==> src/rtl/wdog_pkg.sv <==
package wdog_pkg;
  localparam int BIT_KICK  = 0;
  localparam int BIT_RATE  = 1;
  localparam int BIT_EN    = 4;
  localparam int BIT_MODE  = 5;
  localparam int BIT_PEND  = 6;
  localparam int CTL_W     = 7;
  localparam int RD_W      = 32;

  // next counter value after an accepted tick: wraps at limit
  function automatic int next_count(input int cur, input int limit);
    return (cur + 1 >= limit) ? 0 : cur + 1;
  endfunction

  function automatic logic hits_limit(input int cur, input int limit);
    return (cur + 1 >= limit);
  endfunction
endpackage

==> src/rtl/wdog_tick_pick.sv <==
module wdog_tick_pick #(
  parameter int SEL_W = 3,
  localparam int NTICK = 1 << SEL_W
) (
  input  logic [NTICK-1:0] tick_en,
  input  logic [SEL_W-1:0] rate,
  output logic             tick
);
  logic [NTICK-1:0] hit;
  for (genvar g = 0; g < NTICK; g++) begin : g_pick
    assign hit[g] = tick_en[g] && (rate == SEL_W'(g));
  end
  assign tick = |hit;
endmodule

==> src/rtl/wdog_count.sv <==
module wdog_count #(
  parameter int LIMIT = 176,
  localparam int CNT_W = $clog2(LIMIT)
) (
  input  logic clk,
  input  logic rst_n,
  input  logic enable,
  input  logic tick,
  input  logic kick,
  output logic ovf
);
  import wdog_pkg::*;

  logic [CNT_W-1:0] cnt_q;
  logic             step;

  assign step = enable && tick && !kick;
  assign ovf  = step && hits_limit(int'(cnt_q), LIMIT);

  always_ff @(posedge clk or negedge rst_n) begin
    if (!rst_n)     cnt_q <= '0;
    else if (kick)  cnt_q <= '0;
    else if (step)  cnt_q <= CNT_W'(next_count(int'(cnt_q), LIMIT));
  end

  // overflow restarts the count
  a_r7_restart: assert property (@(posedge clk) disable iff (!rst_n)
    ovf |=> (cnt_q == '0));
  // disabled counter holds
  a_r8_hold: assert property (@(posedge clk) disable iff (!rst_n)
    (!enable && !kick) |=> $stable(cnt_q));
  // kick zeroes the counter
  a_r6_kick_zero: assert property (@(posedge clk) disable iff (!rst_n)
    kick |=> (cnt_q == '0));
endmodule

==> src/rtl/wdog_ctl.sv <==
module wdog_ctl #(
  parameter int SEL_W = 3
) (
  input  logic                      clk,
  input  logic                      rst_n,
  input  logic                      wr,
  input  logic [wdog_pkg::CTL_W-1:0] wdata,
  input  logic                      ovf,
  output logic                      enable,
  output logic                      mode_rst,
  output logic [SEL_W-1:0]          rate,
  output logic                      kick,
  output logic                      pend,
  output logic                      rst_pulse
);
  import wdog_pkg::*;

  logic pend_clr_wr;
  logic kick_wr;

  assign pend_clr_wr = wr && wdata[BIT_PEND];
  assign kick_wr     = wr && wdata[BIT_KICK];

  always_ff @(posedge clk or negedge rst_n) begin
    if (!rst_n) begin
      enable   <= 1'b0;
      mode_rst <= 1'b0;
      rate     <= '0;
    end else if (wr) begin
      enable   <= wdata[BIT_EN];
      mode_rst <= wdata[BIT_MODE];
      rate     <= wdata[BIT_RATE +: SEL_W];
    end
  end

  // kick stays visible until the counter has been zeroed (one edge)
  always_ff @(posedge clk or negedge rst_n) begin
    if (!rst_n)       kick <= 1'b0;
    else if (kick_wr) kick <= 1'b1;
    else              kick <= 1'b0;
  end

  // a new overflow wins over a simultaneous clear
  always_ff @(posedge clk or negedge rst_n) begin
    if (!rst_n)                  pend <= 1'b0;
    else if (ovf && !mode_rst)   pend <= 1'b1;
    else if (pend_clr_wr)        pend <= 1'b0;
  end

  always_ff @(posedge clk or negedge rst_n) begin
    if (!rst_n) rst_pulse <= 1'b0;
    else        rst_pulse <= ovf && mode_rst;
  end

  // interrupt-mode overflow sets pending
  a_r4_pend_set: assert property (@(posedge clk) disable iff (!rst_n)
    (ovf && !mode_rst) |=> pend);
  // pending only drops on a write of 1 to its bit
  a_r4_pend_sticky: assert property (@(posedge clk) disable iff (!rst_n)
    (pend && !pend_clr_wr) |=> pend);
  // reset-mode overflow gives a pulse
  a_r5_rst_fire: assert property (@(posedge clk) disable iff (!rst_n)
    (ovf && mode_rst) |=> rst_pulse);
  // pulse is one cycle wide
  a_r5_rst_single: assert property (@(posedge clk) disable iff (!rst_n)
    rst_pulse |=> !rst_pulse);
  // kick bit clears itself
  a_r6_kick_self: assert property (@(posedge clk) disable iff (!rst_n)
    (kick && !kick_wr) |=> !kick);
endmodule

==> src/rtl/wdog_sentinel.sv <==
module wdog_sentinel #(
  parameter int SEL_W = 3,
  parameter int LIMIT = 176,
  localparam int NTICK = 1 << SEL_W
) (
  input  logic                        clk,
  input  logic                        rst_n,
  input  logic                        reg_wr,
  input  logic [wdog_pkg::CTL_W-1:0]  reg_wdata,
  output logic [wdog_pkg::RD_W-1:0]   reg_rdata,
  input  logic [NTICK-1:0]            tick_en,
  output logic                        irq,
  output logic                        rst_req
);
  import wdog_pkg::*;

  logic             enable, mode_rst, kick, pend, tick, ovf;
  logic [SEL_W-1:0] rate;

  wdog_ctl #(.SEL_W(SEL_W)) u_ctl (
    .clk(clk), .rst_n(rst_n), .wr(reg_wr), .wdata(reg_wdata), .ovf(ovf),
    .enable(enable), .mode_rst(mode_rst), .rate(rate), .kick(kick),
    .pend(pend), .rst_pulse(rst_req)
  );

  wdog_tick_pick #(.SEL_W(SEL_W)) u_pick (
    .tick_en(tick_en), .rate(rate), .tick(tick)
  );

  wdog_count #(.LIMIT(LIMIT)) u_cnt (
    .clk(clk), .rst_n(rst_n), .enable(enable), .tick(tick), .kick(kick),
    .ovf(ovf)
  );

  always_comb begin
    reg_rdata                     = '0;
    reg_rdata[BIT_KICK]           = kick;
    reg_rdata[BIT_RATE +: SEL_W]  = rate;
    reg_rdata[BIT_EN]             = enable;
    reg_rdata[BIT_MODE]           = mode_rst;
    reg_rdata[BIT_PEND]           = pend;
  end

  assign irq = pend;

  initial begin
    a_r3_params: assert (LIMIT >= 2 && SEL_W == 3);
  end

  // no overflow without enable
  a_r3_quiet_off: assert property (@(posedge clk) disable iff (!rst_n)
    !enable |=> !rst_req);
  // reserved bits read zero
  a_r2_reserved: assert property (@(posedge clk) disable iff (!rst_n)
    reg_rdata[RD_W-1:CTL_W] == '0);
endmodule

==> config.mk <==
export PLATFORM = sky130hd
export DESIGN_NAME = wdog_sentinel
export DESIGN_NICKNAME = d
export VERILOG_FILES = /design/src/rtl/wdog_pkg.sv /design/src/rtl/wdog_tick_pick.sv /design/src/rtl/wdog_count.sv /design/src/rtl/wdog_ctl.sv /design/src/rtl/wdog_sentinel.sv
export SDC_FILE = /design/constraint.sdc
export NUM_CORES = 1
export LEC_CHECK = 0
export CAP_MARGIN = 0
export CORE_UTILIZATION = 38
export CTS_CLUSTER_DIAMETER = 40
export DETAILED_ROUTE_END_ITERATION = 16
export GPL_TIMING_DRIVEN = 0
export PLACE_DENSITY = 0.82
export SYNTH_ARGS = -nofsm -noshare
export SYNTH_HDL_FRONTEND = slang
export SYNTH_SLANG_ARGS = --single-unit
==> constraint.sdc <==
create_clock -name clk -period 1.75 [get_ports clk]
set_input_delay 0.2625 -clock clk [delete_from_list [all_inputs] [get_ports clk]]
set_output_delay 0.2625 -clock clk [all_outputs]
set_load 0.005 [all_outputs]
[Word-level counts from Yosys, hierarchy flattened]
Index checks and enable logic that the tools add are counted.
Operators by class
  add/subtract/negate cells: 1
  magnitude comparators: 1
  equal/unequal tests: 7
  muxes and demuxes: 6
  reduce and logical (&&, ||, !) cells: 21
Operators by type and width (count)
  8-bit two-way mux: 3
  1-bit logical AND: 15
  3-bit == test (second input constant): 4
  8-bit by 1-bit adder with 9-bit output (second input constant): 1
  9-bit by 8-bit greater-or-equal comparator with 1-bit output (second input constant): 1
  8-bit OR reduction: 1
  3-bit by 2-bit == test with 1-bit output (second input constant): 2
  2-bit nonzero test: 2
  3-bit by 1-bit == test with 1-bit output (second input constant): 1
  3-bit zero test: 1
  1-bit two-way mux: 3
  1-bit zero test: 2
Storage, ports and cells
  bits in registers: 16
  bits of input ports: 18
  output and inout port bits: 34
  word-level logic and storage cells: 43

[Depth between registers and ports, before layout]
Gate-level depths: netlist (run 1).
  depth in word-level cells: 8
  mapped depth: 8

[Hierarchy]
A second synthesis (run 1) with hierarchy kept.
Second synthesis, totals
  cells, all modules: 122
  area, all modules: 1173.6 um^2
By module, submodules not included
  wdog_count: instances 1, cells an instance 69, area an instance 578.1 um^2, seq. area each 200.2 um^2
  wdog_ctl: instances 1, cells an instance 20, area an instance 310.3 um^2, seq. area each 200.2 um^2
  wdog_sentinel: instances 1, cells an instance 30, area an instance 221.5 um^2, seq. area each 0.0 um^2
  wdog_tick_pick: instances 1, cells an instance 3, area an instance 63.8 um^2, seq. area each 0.0 um^2

[Least setup slack after synthesis (run 1)]
No wires, ideal clock.
  path kind: reg-to-reg
  from: register u_cnt.cnt_q[0]
  to: register u_cnt.cnt_q[7]
  arrival: 1860 ps
  data required time: 1672 ps
  slack: -188 ps
  cell stages (with the launch flop): 8
  path buffers: 1
  clock period less this slack: 1938 ps
  cell sequence: dfrtp_1 > ha_1 > buf_4 > and2_1 > o21ai_1 > a31oi_4 > or4b_1 > a21oi_1
On the way
  longest elaborated chain between the ends: 5
RTL lines
  from (decl): RTL line wdog_count.sv:14  | logic [CNT_W-1:0] cnt_q;
  from (signal assigned): RTL line wdog_count.sv:23  | else if (step) cnt_q <= CNT_W'(next_count(int'(cnt_q), LIMIT));
  8-bit by 1-bit adder with 9-bit output *: RTL line wdog_pkg.sv:12  | return (cur + 1 >= limit) ? 0 : cur + 1;
  9-bit by 8-bit greater-or-equal comparator with 1-bit output: RTL line wdog_pkg.sv:12
  8-bit two-way mux *: RTL line wdog_pkg.sv:12
  8-bit two-way mux *: RTL line wdog_count.sv:23
  8-bit two-way mux *: RTL line wdog_count.sv:22  | else if (kick) cnt_q <= '0;
Mark *: on every way between the ends. The rest lies on a longest branch, timed or not. The select of a mux whose other input is x is not followed.
A chain may end at the register's enable or synchronous reset.

[Final worst setup path (run 1)]
  from: register u_cnt.cnt_q[1]
  to: register u_cnt.cnt_q[3]
The elaborated chain is that of the path after synthesis.

==> metrics.md, run 1 <==
| Metric | Value |
|---|---|
| Outcome | `complete, but fails checks` |
| Failing checks | `design-rule violations, negative setup slack` |
| Remaining global-route overflow | `0` |
| Post-Syn Instances | `122` |
| Critical path type | `register to register` |
| Layout Cells excl Fill | `between 200 and 250` |
| Worst r2r src | `u_cnt.cnt_q[1]$_DFFE_PN0P_` |
| Total GRT Usage | `between 10% and 20%` |
| FMAX | `approximately 530 MHz` |
| Core Area | `~0.0028 mm^2` |
| Area grow syn2layout | `50.7%` |
| Leakage Power | `slightly above 0.8 nW` |
| Number of diodes | `0` |
| Setup crit start kind | `register` |
| Total power | `1.25 mW` |
| Commonest cells after routing, fill and taps aside | `buf_4 (41), conb_1 (25), clkdlybuf4s50_1 (25), nand2_1 (13), dfrtp_1 (12)` |
| Routed len/inst | `12.2 um` |
| PortBufs | `25` |
| Antenna violations before repair | `0` |
| Min Clock Period, post-route | `around 1900 ps` |
| Pin count of the biggest net entering global routing | `17` |
| WHS Endpoint | `u_ctl.mode_rst$_DFFE_PN0P_` |
| Max Cap Violations | `0` |
| Area leader, netlist | `dfrtp_1` |
| Fin crit share | `107%` |
| Worst Slack Setup Final | `-128 ps` |
| Placed cell count | `a little over 200` |
| Drt total wl | `about 2600 um` |
| Critical path peak fanout | `7` |
| Detail Route Antenna Nets | `0` |
| Die X | `between 50 and 60 um` |
| Area of the mapped netlist | `roughly 0.0012 mm^2` |
| Synth Register Bits | `16` |
| Number of CTS-inserted buffers | `3` |
| Util after Layout | `a little over three fifths` |
| Row cnt | `19` |
| Vias in the first global route | `1023` |
| Most common cell after layout, fill and taps aside | `buf_4` |
| Seq/Total Area, Yosys | `about a third` |
| Reg clk slew, reported paths | `around 100 ps` |
| Mean Syn Cell Area | `~9.6 um^2` |
| Initial Utilization | `just over 40%` |
| First-pass GRT wire length | `between 4000 and 5000 um` |
| Io pins | `between 50 and 60` |
| Die ar. | `0.00331 mm^2` |
| Post-DP HPWL | `~1800 um` |
| Yosys top cell area share | `between 30% and 40%` |
| Clock Tree Buf Depth | `2` |
| Total negative slack | `-712 ps` |
| WHS Path Cells | `3` |
| Hold Buf Count CTS | `0` |
| Max-slew violation count | `0` |
| Arr. time, crit path | `around 2100 ps` |
| DRC viols | `1` |
| Final hold vios | `0` |
| Endpoint type of the worst setup path | `register` |
| Die H | `57.5 um` |
| CTS tree | `built` |
| Root Driver | `clkbuf_4` |
| Syn. warnings | `0` |
| # fillers | `245` |
| Slew @ Worst Pin | `about 710 ps` |
| Vias | `between 1000 and 1500` |
| Worst hold path startpoint | `reg_wr` |
| CP required | `a little under 2000 ps` |
| Synth area leaders | `dfrtp_1 (34%), buf_4 (19%), mux2_2 (5.8%)` |
| Min-Delay Path Class | `primary input to register` |
| CTS sink cnt | `16` |
| RSZ-0062 raised after global routing | `true` |
| GP Congestion | `between 0.7 and 0.8` |
| Fraction of layout cells with a size suffix above 1 | `40.3%` |
| Final worst clock skew | `about 4.4 ps` |
| Power density cells | `between 700 and 800 mW/mm^2` |
| Worst skew pair latency | `between 200 and 300 ps` |
| 1st-iter DRT viols | `18` |
| R2r endpoint | `u_cnt.cnt_q[3]$_DFFE_PN0P_` |
| R2R cell count | `7` |
| Synth unique cells | `34` |
| Vias per cell | `4.73` |
| First-pass iteration count of the detailed router | `10` |
| Relative slew slack | `a little over half` |
| Layout net count | `approximately 210` |
| Max VDD drop | `about 0.46 mV` |
| CTS H-Tree Depth | `1` |
| R2R Setup Slk | `-130 ps` |
| Setup violators final | `10` |
| Place WS | `-335 ps` |
[power by group]
part           leakage [nW]  internal, mW  switching (mW)
logic                 0.605         0.293           0.224
registers             0.194         0.420          0.0632
clock network        0.0210         0.127           0.125
[registers in the layout (all words and copies together), names as in the netlist]
register,cells
u_cnt.cnt_q,8
u_ctl.rate,3
u_ctl.enable,1
u_ctl.kick,1
u_ctl.mode_rst,1
u_ctl.pend,1
u_ctl.rst_pulse,1
[cell usage after synthesis, drive strengths merged]
master and instances:
nand2 16, or4b 1, and2b 1, a211oi 1, conb 1, a21oi 5, a221oi 1, ha 2
clkbuf 2, o311ai 2, dfrtp 16, o21ai 6, nor4 1, inv 2, a22oi 1, nand2b 1
a31oi 1, nand3 4, o31ai 2, and3b 1, nand4 4, and2 4, mux2 7, nand3b 1
nor4bb 1, mux4 2, o41ai 1, nor2 4, buf 31
[worst max-delay path by stage]
stage	start	endpoint	slack, ps	cells past startpoint
5_1_grt	u_cnt.cnt_q[0]$_DFFE_PN0P_	u_cnt.cnt_q[3]$_DFFE_PN0P_	-230	7
6_report	u_cnt.cnt_q[1]$_DFFE_PN0P_	u_cnt.cnt_q[3]$_DFFE_PN0P_	-130	7
4_1_cts	u_cnt.cnt_q[0]$_DFFE_PN0P_	u_cnt.cnt_q[3]$_DFFE_PN0P_	-70	7
3_5_place_dp	tick_en[5]	u_cnt.cnt_q[3]$_DFFE_PN0P_	-340	7
3_3_place_gp	tick_en[1]	u_cnt.cnt_q[3]$_DFFE_PN0P_	-250	7
2_1_floorplan	u_cnt.cnt_q[0]$_DFFE_PN0P_	u_cnt.cnt_q[7]$_DFFE_PN0P_	-80	7
[stage by stage]
stage                     cell area (um^2)  hold WS, ps
after floorplan                       1300        -33.1
after global placement                1590          495
after detailed placement              1590          506
after CTS                             1760          361
after global routing                  1770          361
final                                 1770          357
[cell type report]
cell class                 instances  area [um^2]  area share (%)
inverter                           2         7.51           0.425
clock buffer                       4         36.3            2.06
sequential                        16          405            23.0
buffer                            32          236            13.4
multi-input combinational         95          701            39.7
tap                               31         38.8            2.20
timing repair buffer              37          340            19.3
[critical path, stage by stage, from the launching register on]
cell and delay (ps):
dfrtp_2 450, ha_4 200, nand4_1 130, mux2_4 330
a31oi_4 260, a21oi_4 130, a22oi_2 180, o31ai_1 100
[cell families after synthesis]
kind of cell	synth area share, %
and+or+nand+nor	17.9
muxes	11.5
other	0.320
DFF	34.2
adders and majority gates	2.14
buffers and inverters	21.5
AOI/OAI and AO/OA	12.4
[timing repair]
action                                  CTS  global route
hold endpoints to repair                  0             0
pin swaps                                12             3
endpoints found under the setup margin   10            10
resized for setup                        18             3
gates cloned                              0             0
buffers inserted                         12             0
[metal layers]
| metal | track usage (%) | up-vias | wire length (um) |
|---|---|---|---|
| li1 | - | 501 | - |
| met1 | 18.2 | 478 | 1040 |
| met2 | 33.9 | 43 | 1400 |
| met4 | 5.23 | 0 | 42 |
| met3 | 4.76 | 4 | 161 |
| met5 | 0 | - | 0 |
(Power assumes the default switching activity.)
==> run 2, diff against run 1 <==
==> constraint.sdc (replaced) <==
create_clock -name clk -period 1.5 [get_ports clk]
set_input_delay 0.225 -clock clk [delete_from_list [all_inputs] [get_ports clk]]
set_output_delay 0.225 -clock clk [all_outputs]
set_load 0.005 [all_outputs]
==> run 2 against run 1 <==
  * The flow still finishes with violations (design-rule violations, negative setup slack)
  * Setup slack worse by 260 ps
  * Combinational power increased by 10%
  * Cell count up 0.92%
  * Critical path depth down 1
  * Sequential share of layout area fell by 0.26 points
  * Routed wire length rose by 1.9%
  * Highest routed layer is now met3
==> metrics.md, run 2 (synthesized netlist as in run 1, its figures left out) <==
| Metric | Value |
|---|---|
| Leakage Power | `0.897 nW (+9.4%)` |
| Worst hold path startpoint | `reg_wr` |
| Worst Slack Setup Final | `-385 ps (-257 ps)` |
| Cell family with most CP delay | `simple AND/OR/NAND/NOR gates` |
| Final hold slack | `304 ps (-53.8 ps)` |
| Vias | `1034 (+0.78%)` |
| Number of diodes | `0 (unchanged)` |
| WP buf/inv | `0 (unchanged)` |
| Crit-path cells | `ha_4 > nand4_1 > mux2_4 > a31oi_4 > nand2_2 > nor4_1` |
| Critical path type | `register to register` |
| Detail Route Antenna Nets | `0 (unchanged)` |
| GP Congestion | `0.786 (-1.3%)` |
| Slowest CP cell | `dfrtp_2` |
| Die ar. | `0.00331 mm^2 (unchanged)` |
| Layout net count | `209 (+0.97%)` |
| Core Area | `0.00283 mm^2 (unchanged)` |
| DRC viols | `1 (unchanged)` |
| Pin count of the biggest net entering global routing | `17 (unchanged)` |
| Outcome | `complete, but fails checks` |
| CP required | `1700 ps (-230 ps)` |
| Arr. time, crit path | `2080 ps (+20 ps)` |
| WHS Endpoint | `u_ctl.mode_rst$_DFFE_PN0P_` |
| Root Driver | `clkbuf_4` |
| First-pass iteration count of the detailed router | `10 (unchanged)` |
| R2R Setup Slk | `-390 ps (-260 ps)` |
| First-pass GRT wire length | `4350 um (-2.6%)` |
| Post-DP HPWL | `1830 um (-1.0%)` |
| Row cnt | `19 (unchanged)` |
| Die X | `57.5 um (unchanged)` |
| Clock Tree Buf Depth | `2 (unchanged)` |
| Number of CTS-inserted buffers | `3 (unchanged)` |
| Area grow syn2layout | `52.0%` |
| Reg clk slew, reported paths | `110 ps (about the same)` |
| Top Registers | `u_cnt.cnt_q (8), u_ctl.rate (3)` |
| Place WS | `-531 ps (-195 ps)` |
| Slew @ Worst Pin | `717 ps (+8.18 ps)` |
| WP depth | `6 (-1)` |
| CTS tree | `built` |
| 1st-iter DRT viols | `19 (+1)` |
| Min-Delay Path Class | `primary input to register` |
| Setup violators final | `10 (unchanged)` |
| Relative slew slack | `52.0% (-0.55 points)` |
| Critical path peak fanout | `6 (-1)` |
| Worst skew pair latency | `300 ps (about the same)` |
| Fraction of layout cells with a size suffix above 1 | `39.4% (-0.96 points)` |
| R2r endpoint | `u_ctl.rst_pulse$_DFF_PN0_` |
| Vias per cell | `4.72 (-0.14%)` |
| Final worst clock skew | `9.83 ps (+5.40 ps)` |
| Failing checks | `design-rule violations, negative setup slack` |
| Initial Utilization | `41.4% (unchanged)` |
| Setup crit start kind | `register` |
| Endpoint type of the worst setup path | `register` |
| Commonest cells after routing, fill and taps aside | `buf_4 (43), conb_1 (25), clkdlybuf4s50_1 (18), nand2_1 (13), dfrtp_1 (13)` |
| Total GRT Usage | `17.2% (-0.36 points)` |
| Most common cell after layout, fill and taps aside | `buf_4` |
| Die H | `57.5 um (unchanged)` |
| Fin crit share | `126% (+18 points)` |
| Final hold vios | `0 (unchanged)` |
| Drt total wl | `2690 um (+1.9%)` |
| PortBufs | `25 (unchanged)` |
| WHS Path Cells | `3 (unchanged)` |
| CTS H-Tree Depth | `1 (unchanged)` |
| Min Clock Period, post-route | `1890 ps (+6.93 ps)` |
| R2R cell count | `6 (-1)` |
| Max VDD drop | `0.554 mV (+21%)` |
| Reg with most FFs | `u_cnt.cnt_q` |
| Worst r2r src | `u_cnt.cnt_q[1]$_DFFE_PN0P_` |
| Power density cells | `811 mW/mm^2 (+14%)` |
| Io pins | `52 (unchanged)` |
| Routed len/inst | `12.3 um (+1.0%)` |
| RSZ-0062 raised after global routing | `true` |
| Antenna violations before repair | `0 (unchanged)` |
| Max FFs per register | `8 (unchanged)` |
| CTS sink cnt | `16 (unchanged)` |
| CP max stage delay | `430 ps (-20 ps)` |
| Max Cap Violations | `0 (unchanged)` |
| Remaining global-route overflow | `0 (unchanged)` |
| Total negative slack | `-3400 ps (-2690 ps)` |
| FMAX | `530 MHz (-0.37%)` |
| Max-slew violation count | `0 (unchanged)` |
| Vias in the first global route | `1011 (-1.2%)` |
## run 2: cell types whose count changed in the layout (fill, tap and decap cells not counted)
cell,change
clkdlybuf4s50_1,-7
dlymetal6s2s_1,+6
buf_4,+2
dfrtp_1,+1
dfrtp_2,-1
dlygate4sd2_1,+1
nand3_1,+1
nand3_2,-1
o311ai_1,+1
o311ai_2,-1
## run 2: power breakdown
group          total (mW)  internal (mW)  switching [mW]
Combinational       0.571          0.325           0.246
Sequential          0.567          0.490          0.0772
Clock               0.306          0.148           0.158
## run 2: worst max-delay path by stage
stage,startpoint,to
global placement,u_cnt.cnt_q[0]$_DFFE_PN0P_,u_cnt.cnt_q[6]$_DFFE_PN0P_
global route,u_cnt.cnt_q[1]$_DFFE_PN0P_,u_ctl.rst_pulse$_DFF_PN0_
detailed placement,u_cnt.cnt_q[0]$_DFFE_PN0P_,u_ctl.pend$_DFFE_PN0P_
CTS,u_cnt.cnt_q[1]$_DFFE_PN0P_,u_ctl.pend$_DFFE_PN0P_
floorplan,u_cnt.cnt_q[0]$_DFFE_PN0P_,u_cnt.cnt_q[7]$_DFFE_PN0P_
finish,u_cnt.cnt_q[1]$_DFFE_PN0P_,u_ctl.rst_pulse$_DFF_PN0_
## run 2: metrics by stage
stage / power (mW) / utilization [%] / std cells / area [um^2]
CTS: 1.42 / 61.0 / 215 / 1730
global route: 1.53 / 62.9 / 219 / 1780
detailed placement: 1.01 / 56.0 / 202 / 1590
floorplan: 0.874 / - / 146 / 1300
finish: 1.44 / 62.9 / 219 / 1780
global placement: 0.992 / 56.0 / 202 / 1590
## run 2: area by class of cell
class	instances	area (um^2)
Buffer	32	236
Clock buffer	4	36.3
Fill cell	249	1050
Inverter	2	7.51
Multi-Input combinational cell	95	688
Sequential cell	16	404
Tap cell	31	38.8
Timing Repair Buffer	39	369
## run 2: metal layers
layer	global-route usage [%]	wire, um	vias to the layer above
met5	0	0	-
met3	5.44	177	0
li1	-	-	504
met2	33.6	1480	43
met4	2.09	0	0
met1	18.3	1040	487
## run 2: timing repair
item | CTS | global route
hold buffers | 0 | 0
pin swaps | 13 | 3
setup buffers | 10 | 4
resized for setup | 16 | 9
setup endpoints to repair | 13 | 16
hold endpoints to repair | 0 | 0
## run 2: tightest hold or removal path: stages
cell	delay, ps
clkbuf_1	180
nand2_1	90
o21ai_0	60
